<file path="config.mk">
export PLATFORM = sky130hd
export DESIGN_NAME = sync_voter
export DESIGN_NICKNAME = d
export VERILOG_FILES = /design/src/rtl/svote_pkg.sv /design/src/rtl/svote_branch_ctr.sv /design/src/rtl/svote_window.sv /design/src/rtl/svote_judge.sv /design/src/rtl/sync_voter.sv
export SDC_FILE = /design/constraint.sdc
export NUM_CORES = 1
export LEC_CHECK = 0
export ABC_AREA = 1
export BUFFER_PORTS_ARGS = -buffer_cell sky130_fd_sc_hd__clkbuf_2
export CORE_AREA = 5 5 140 142
export CTS_CLUSTER_DIAMETER = 50
export DETAILED_ROUTE_END_ITERATION = 8
export DIE_AREA = 0 0 145 147
export PLACE_DENSITY = 0.83
export SETUP_SLACK_MARGIN = 0.2
export SLEW_MARGIN = 20
export SYNTH_ARGS = -nofsm -noshare
export SYNTH_HDL_FRONTEND = slang
export SYNTH_SLANG_ARGS = --single-unit
</file>
<file path="constraint.sdc">
create_clock -name clk -period 3.8 [get_ports clk]
set_input_delay 0.38 -clock clk [delete_from_list [all_inputs] [get_ports clk]]
set_output_delay 0.38 -clock clk [all_outputs]
set_load 0.05 [all_outputs]
</file>
<file path="src/rtl/svote_pkg.sv">
package svote_pkg;

    localparam int LANES = 3;

    typedef enum logic [1:0] {
        SRC_NONE   = 2'd0,
        SRC_IRQ    = 2'd1,
        SRC_EXPL   = 2'd2,
        SRC_BRANCH = 2'd3
    } sync_src_e;

    typedef enum logic [1:0] {
        WIN_IDLE = 2'd0,
        WIN_WAIT = 2'd1,
        WIN_CMP  = 2'd2
    } win_state_e;

    typedef struct packed {
        logic       ok;
        logic       lock;
        logic [1:0] lane;
        logic       fatal;
    } verdict_t;

    localparam logic [1:0] LANE_NONE = 2'd3;

    function automatic sync_src_e pick_src(input logic irq, input logic expl);
        if (irq)       return SRC_IRQ;
        else if (expl) return SRC_EXPL;
        else           return SRC_BRANCH;
    endfunction

endpackage

</file>
<file path="src/rtl/svote_branch_ctr.sv">
module svote_branch_ctr #(
    parameter int CNT_W = 16
) (
    input  logic             clk,
    input  logic             rst,
    input  logic             br,
    input  logic [CNT_W-1:0] n_lim,
    output logic             hit
);
    logic [CNT_W-1:0] cnt_q;
    logic [CNT_W-1:0] lim_m1;

    assign lim_m1 = n_lim - CNT_W'(1);
    assign hit    = br && (n_lim != '0) && (cnt_q >= lim_m1);

    always_ff @(posedge clk) begin
        if (rst)      cnt_q <= '0;
        else if (hit) cnt_q <= '0;
        else if (br)  cnt_q <= cnt_q + CNT_W'(1);
    end
endmodule

</file>
<file path="src/rtl/svote_window.sv">
module svote_window
    import svote_pkg::*;
#(
    parameter int SIG_W = 32,
    parameter int TMO_W = 12
) (
    input  logic                        clk,
    input  logic                        rst,
    input  logic [LANES-1:0]            active,
    input  logic                        irq,
    input  logic                        expl,
    input  logic                        br_any,
    input  logic [LANES-1:0]            arrive,
    input  logic [LANES-1:0][SIG_W-1:0] sig_in,
    input  logic [TMO_W-1:0]            tmo,
    output logic                        cmp_fire,
    output sync_src_e                   src,
    output logic [LANES-1:0]            arrived,
    output logic [LANES-1:0][SIG_W-1:0] sig_hold
);
    win_state_e       state_q;
    logic [TMO_W-1:0] tmr_q;
    logic [LANES-1:0] take;
    logic [LANES-1:0] arrived_n;
    logic             expire;
    logic             trig;

    assign trig      = irq || expl || br_any;
    assign take      = (state_q == WIN_WAIT) ? (arrive & active & ~arrived) : '0;
    assign arrived_n = arrived | take;
    assign expire    = ({1'b0, tmr_q} + (TMO_W+1)'(1)) >= {1'b0, tmo};
    assign cmp_fire  = (state_q == WIN_CMP);

    always_ff @(posedge clk) begin
        if (rst) begin
            state_q <= WIN_IDLE;
            tmr_q   <= '0;
            arrived <= '0;
            src     <= SRC_NONE;
        end else begin
            case (state_q)
                WIN_IDLE: if (trig) begin
                    state_q <= WIN_WAIT;
                    tmr_q   <= '0;
                    arrived <= '0;
                    src     <= pick_src(irq, expl);
                end
                WIN_WAIT: begin
                    arrived <= arrived_n;
                    if (((arrived_n & active) == active) || expire) state_q <= WIN_CMP;
                    else tmr_q <= tmr_q + TMO_W'(1);
                end
                default: state_q <= WIN_IDLE;
            endcase
        end
    end

    for (genvar i = 0; i < LANES; i++) begin : g_cap
        always_ff @(posedge clk) begin
            if (rst)          sig_hold[i] <= '0;
            else if (take[i]) sig_hold[i] <= sig_in[i];
        end
    end

    AST_CMP_FROM_WAIT: assert property (@(posedge clk) disable iff (rst)
        (state_q == WIN_CMP) |-> ($past(state_q) == WIN_WAIT));
endmodule

</file>
<file path="src/rtl/svote_judge.sv">
module svote_judge
    import svote_pkg::*;
#(
    parameter int SIG_W = 32
) (
    input  logic [LANES-1:0]            active,
    input  logic [LANES-1:0]            arrived,
    input  logic [LANES-1:0][SIG_W-1:0] sig,
    output verdict_t                    v
);
    logic [LANES-1:0] pres;
    logic e01, e02, e12, pair_eq;

    always_comb begin
        pres    = active & arrived;
        e01     = pres[0] && pres[1] && (sig[0] == sig[1]);
        e02     = pres[0] && pres[2] && (sig[0] == sig[2]);
        e12     = pres[1] && pres[2] && (sig[1] == sig[2]);
        pair_eq = (active == 3'b011) ? e01 :
                  (active == 3'b101) ? e02 :
                  (active == 3'b110) ? e12 : 1'b0;
        v       = '0;
        v.lane  = LANE_NONE;
        if (active == 3'b111) begin
            if (e01 && e12)  v.ok = 1'b1;
            else if (e01)    begin v.lock = 1'b1; v.lane = 2'd2; end
            else if (e02)    begin v.lock = 1'b1; v.lane = 2'd1; end
            else if (e12)    begin v.lock = 1'b1; v.lane = 2'd0; end
            else             v.fatal = 1'b1;
        end else if (pair_eq) begin
            v.ok = 1'b1;
        end else begin
            v.fatal = 1'b1;
        end
        AST_ONE_VERDICT: assert ($countones({v.ok, v.lock, v.fatal}) == 1);
    end
endmodule

</file>
<file path="src/rtl/sync_voter.sv">
module sync_voter
    import svote_pkg::*;
#(
    parameter int SIG_W = 32,
    parameter int BR_W  = 16,
    parameter int TMO_W = 12
) (
    input  logic                   clk,
    input  logic                   rst,
    input  logic                   triple_mode,
    input  logic                   irq,
    input  logic                   sync_req,
    input  logic [2:0]             lane_br,
    input  logic [2:0]             lane_arrive,
    input  logic [3*SIG_W-1:0]     lane_sig,
    input  logic [BR_W-1:0]        branch_n,
    input  logic [TMO_W-1:0]       tmo_cycles,
    output logic [2:0]             locked,
    output logic                   fatal,
    output logic [1:0]             fail_lane,
    output logic [1:0]             fail_src,
    output logic                   cmp_done,
    output logic                   cmp_ok
);
    logic [LANES-1:0]            locked_q;
    logic                        fatal_q;
    logic [1:0]                  lane_q;
    sync_src_e                   src_q;
    logic                        done_q, ok_q;
    logic [LANES-1:0]            active, br_hit, arrived;
    logic [LANES-1:0][SIG_W-1:0] sig_in, sig_hold;
    logic                        cmp_fire;
    sync_src_e                   win_src;
    verdict_t                    v;

    assign active = triple_mode ? ~locked_q : 3'b011;
    assign sig_in = lane_sig;

    for (genvar i = 0; i < LANES; i++) begin : g_br
        logic hit;
        svote_branch_ctr #(.CNT_W(BR_W)) u_ctr (
            .clk(clk), .rst(rst), .br(lane_br[i]), .n_lim(branch_n), .hit(hit)
        );
        assign br_hit[i] = hit && active[i];
    end

    svote_window #(.SIG_W(SIG_W), .TMO_W(TMO_W)) u_win (
        .clk(clk), .rst(rst), .active(active), .irq(irq), .expl(sync_req),
        .br_any(|br_hit), .arrive(lane_arrive), .sig_in(sig_in), .tmo(tmo_cycles),
        .cmp_fire(cmp_fire), .src(win_src), .arrived(arrived), .sig_hold(sig_hold)
    );

    svote_judge #(.SIG_W(SIG_W)) u_judge (
        .active(active), .arrived(arrived), .sig(sig_hold), .v(v)
    );

    always_ff @(posedge clk) begin
        if (rst) begin
            locked_q <= '0;
            fatal_q  <= 1'b0;
            lane_q   <= LANE_NONE;
            src_q    <= SRC_NONE;
            done_q   <= 1'b0;
            ok_q     <= 1'b0;
        end else begin
            done_q <= cmp_fire;
            ok_q   <= cmp_fire && v.ok;
            if (cmp_fire && v.lock) begin
                locked_q <= locked_q | (3'b001 << v.lane);
                lane_q   <= v.lane;
                src_q    <= win_src;
            end
            if (cmp_fire && v.fatal) begin
                fatal_q <= 1'b1;
                lane_q  <= LANE_NONE;
                src_q   <= win_src;
            end
        end
    end

    assign locked    = locked_q;
    assign fatal     = fatal_q;
    assign fail_lane = lane_q;
    assign fail_src  = src_q;
    assign cmp_done  = done_q;
    assign cmp_ok    = ok_q;

    AST_LOCK_STICKY: assert property (@(posedge clk) disable iff (rst)
        (($past(locked_q) & ~locked_q) == 3'b000));
    AST_SINGLE_LOCK: assert property (@(posedge clk) disable iff (rst)
        ($countones(locked_q) <= 1));
    AST_FATAL_STICKY: assert property (@(posedge clk) disable iff (rst)
        fatal_q |=> fatal_q);
    AST_DONE_PULSE: assert property (@(posedge clk) disable iff (rst)
        done_q |=> !done_q);
    AST_DUAL_NO_LOCK: assert property (@(posedge clk) disable iff (rst)
        !$past(triple_mode) |-> (locked_q == $past(locked_q)));
endmodule

</file>
==> impl_metrics.ini <==
[clock_tree]
hold_buffers = 0
htreeDepth = 4
cts.sinks = 173
cts-root-buf = clkbuf_16
clk_path_buf_depth = 2
cts_buffers = 17
clk_pin_slew_ns = 0.08
cts_setup_buffers = 0
clock_latency_ns = 0.45
tritoncts = yes

[floorplan]
start_util_pct = 57.1
die_area_um2 = 21300
ios = 145
fp.dieW_um = 145
die-height_um = 147
core_um2 = 18300
row_count = 50

[final_layout]
final_core_util_pct = 65.6
final_cells = 1896
nets = 1846
fill_cells = 1606
multiInputGateArea_um2 = 6120
drive_gt1_share_pct = 13.1
area_growth_pct = 14.9
regArea_um2 = 3460
diodes = 0

[logic_synthesis]
synth_area_um2 = 10500
yosysWarnings = 0
ys_seq_elements = 173
syn_inst = 1516
async_reset_ff_share_pct = 0
syn_area_per_cell_um2 = 6.91
synth_top_flop_cell = dfxtp_1
yosysSeqAreaShare_pct = 33.1
ys_types = 42
synth-edff-count = 0
syn_nets = 1713

[route]
routed-wl-met2_um = 14800
num_vias = 10400
routed_wl_um = 30300
drt-initial-drc-count = 643
topRoutingLayerUsed = met4
drt-met1-wl_um = 12300
wl_per_cell_um = 16.0
firstDrtPassIters = 5
vias_per_cell = 5.48
ant_nets = 0
wl_met3_um = 1480
post-route-drc-count = 0

[timing]
layout_setup_ws_ns = 0.547
post-route-period-util_pct = 85.6
worst-slew-pin-transition_ns = 0.725
fin_skew_ns = 0.0152
drv_slew = 0
setup_viol = 0
fmax_ghz = 0.307
grt_setup_unrepaired = no
finalHoldViolations = 0
slew_headroom_pct = 51.6
fin_crit_ns = 3.25
holdWs_ns = 0.179

[critical_path]
r2r_slack_ns = 0.57
crit_family = simple AND/OR/NAND/NOR gates
cp_slowest_cell = or3_1
start_kind = primary input
path_buf_inv = 3
critPathArrivalTime_ns = 3.58
path_class = in2reg
path_max_fanout = 28
critPathMaxStageDelay_ns = 0.37
required_ns = 4.13
path_common_cell = nand2_1
cp-end-kind = flop

[job]
max_cap_violations = 0

[power_and_ir_drop]
p_leak_nw = 5.58
power_density_nw_per_um2 = 417
ir_drop_uv = 325

[placement]
gp_routability_congestion = 1.01
pre_cts_slack_ns = -0.0849
placed_cells = 1864
port_buffers = 144
dp_hpwl_um = 24300

[global_route]
grt_max_degree = 80
grt_pass1_wl_um = 48400
overflow = 0
grt_pass1_vias = 10100
antenna_found_initial = 0
grtUsageTotal_pct = 27.6

[worst_hold_path]
hold_path.class = in2reg

[outcome]
status = finished, final reports clean
[final timing paths]
path | start | to | cells after the start
worst max-delay path | branch_n[2] | u_win.tmr_q[11] | 26
worst min-delay path | lane_sig[9] | u_win.sig_hold[9] | 3
worst max register to register | u_win.tmr_q[0] | u_win.tmr_q[11] | 17
worst min register to register | u_win.src[0] | u_win.src[0] | 2
[tightest hold or removal path: cells and delay by family]
family / cells / cell delay (ns)
AND/OR/NAND/NOR: 1 / 0.08
buffers and inverters: 1 / 0.07
AO/OA/AOI/OAI: 1 / 0.07
[where the power goes]
group | switching (W) | internal [W]
Sequential | 0.000120 | 0.00193
Clock | 0.000884 | 0.000889
Combinational | 0.000760 | 0.000436
[metrics by stage]
stage | total power, W | TNS (ns) | area [um2]
floorplan | 0.00287 | 0 | 10500
global placement | 0.00325 | 0 | 11400
CTS | 0.00501 | 0 | 12000
global route | 0.00525 | 0 | 12000
finish | 0.00502 | 0 | 12000
detailed placement | 0.00327 | -0.919 | 11400
[synth_stat cells (3+ instances only)]
master    count  area (um2)
nor2_1      258         968
and3_1        6        37.5
xor2_1       45         394
or2_2         7        43.8
nand3b_1      5        37.5
nor3_1       41         205
a21oi_1      91         455
xnor2_1      66         578
nor3b_1       3        22.5
buf_2         5        25.0
clkbuf_1     32         120
o21bai_1      4        30.0
nand4_1      64         400
nand2_1     229         860
inv_1       192         721
nor4_1       26         163
nand2_2       3        18.8
a21o_1        4        30.0
o21ai_0     103         515
dfxtp_1     173        3460
nand3_2       3        30.0
ha_1         62         776
nand3_1      66         330
[registers in the layout (all words and copies together), names as in the netlist]
signal and flops:
u_win.sig_hold 96, fatal 1, u_win.tmr_q 12, u_win.src 2, g_br.u_ctr.cnt_q 48, fail_src 2, cmp_done 1, locked 3
u_win.arrived 3, u_win.state_q 2, fail_lane 2, cmp_ok 1
[routing by layer]
layer  global-route usage, %  vias up
met5                       0        -
met4                    15.6        0
met3                    5.24      112
met2                    49.0      332
met1                    30.8     4714
li1                        -     5226
[repair_timing]
action,CTS,global route
gates resized for setup,0,3
setup endpoints to repair,0,56
endpoints found under the hold margin,0,0
[layout by cell type, fill, tap and decap left out, types with 4 or more instances in the layout]
master / instances
nor4_1: 26
a21oi_1: 91
nand2_1: 229
nor2_1: 258
clkbuf_16: 17
o21bai_1: 4
clkbuf_2: 144
a21o_1: 4
nand3_1: 66
inv_8: 6
or2_2: 7
xnor2_1: 66
dfxtp_1: 173
nand4_1: 64
buf_4: 9
ha_1: 62
xor2_1: 45
nand3b_1: 5
inv_1: 191
nor3_1: 38
and3_1: 6
o21ai_0: 103
[layout make-up]
| cell class | count | share of cell area [%] |
|---|---|---|
| clock buffers | 17 | 3.54 |
| clock inverters | 15 | 1.40 |
| inverters | 194 | 6.05 |
| multi-input cells | 1108 | 50.9 |
| flip-flops and latches | 173 | 28.8 |
| well taps | 234 | 2.43 |
| repair buffers | 155 | 6.89 |
[cells by family (layout without fill, tap and decap cells)]
logic type,Yosys count,count (layout),synth area share (%)
xor gates and xnor gates,111,111,9.28
adders and majority gates,62,62,7.41
AOI/OAI and AO/OA,213,213,10.8
DFF,173,173,33.1
buffers and inverters,235,381,8.63
and+or+nand+nor,722,722,30.8
Note: power is estimated with default switching activity, not from simulation.
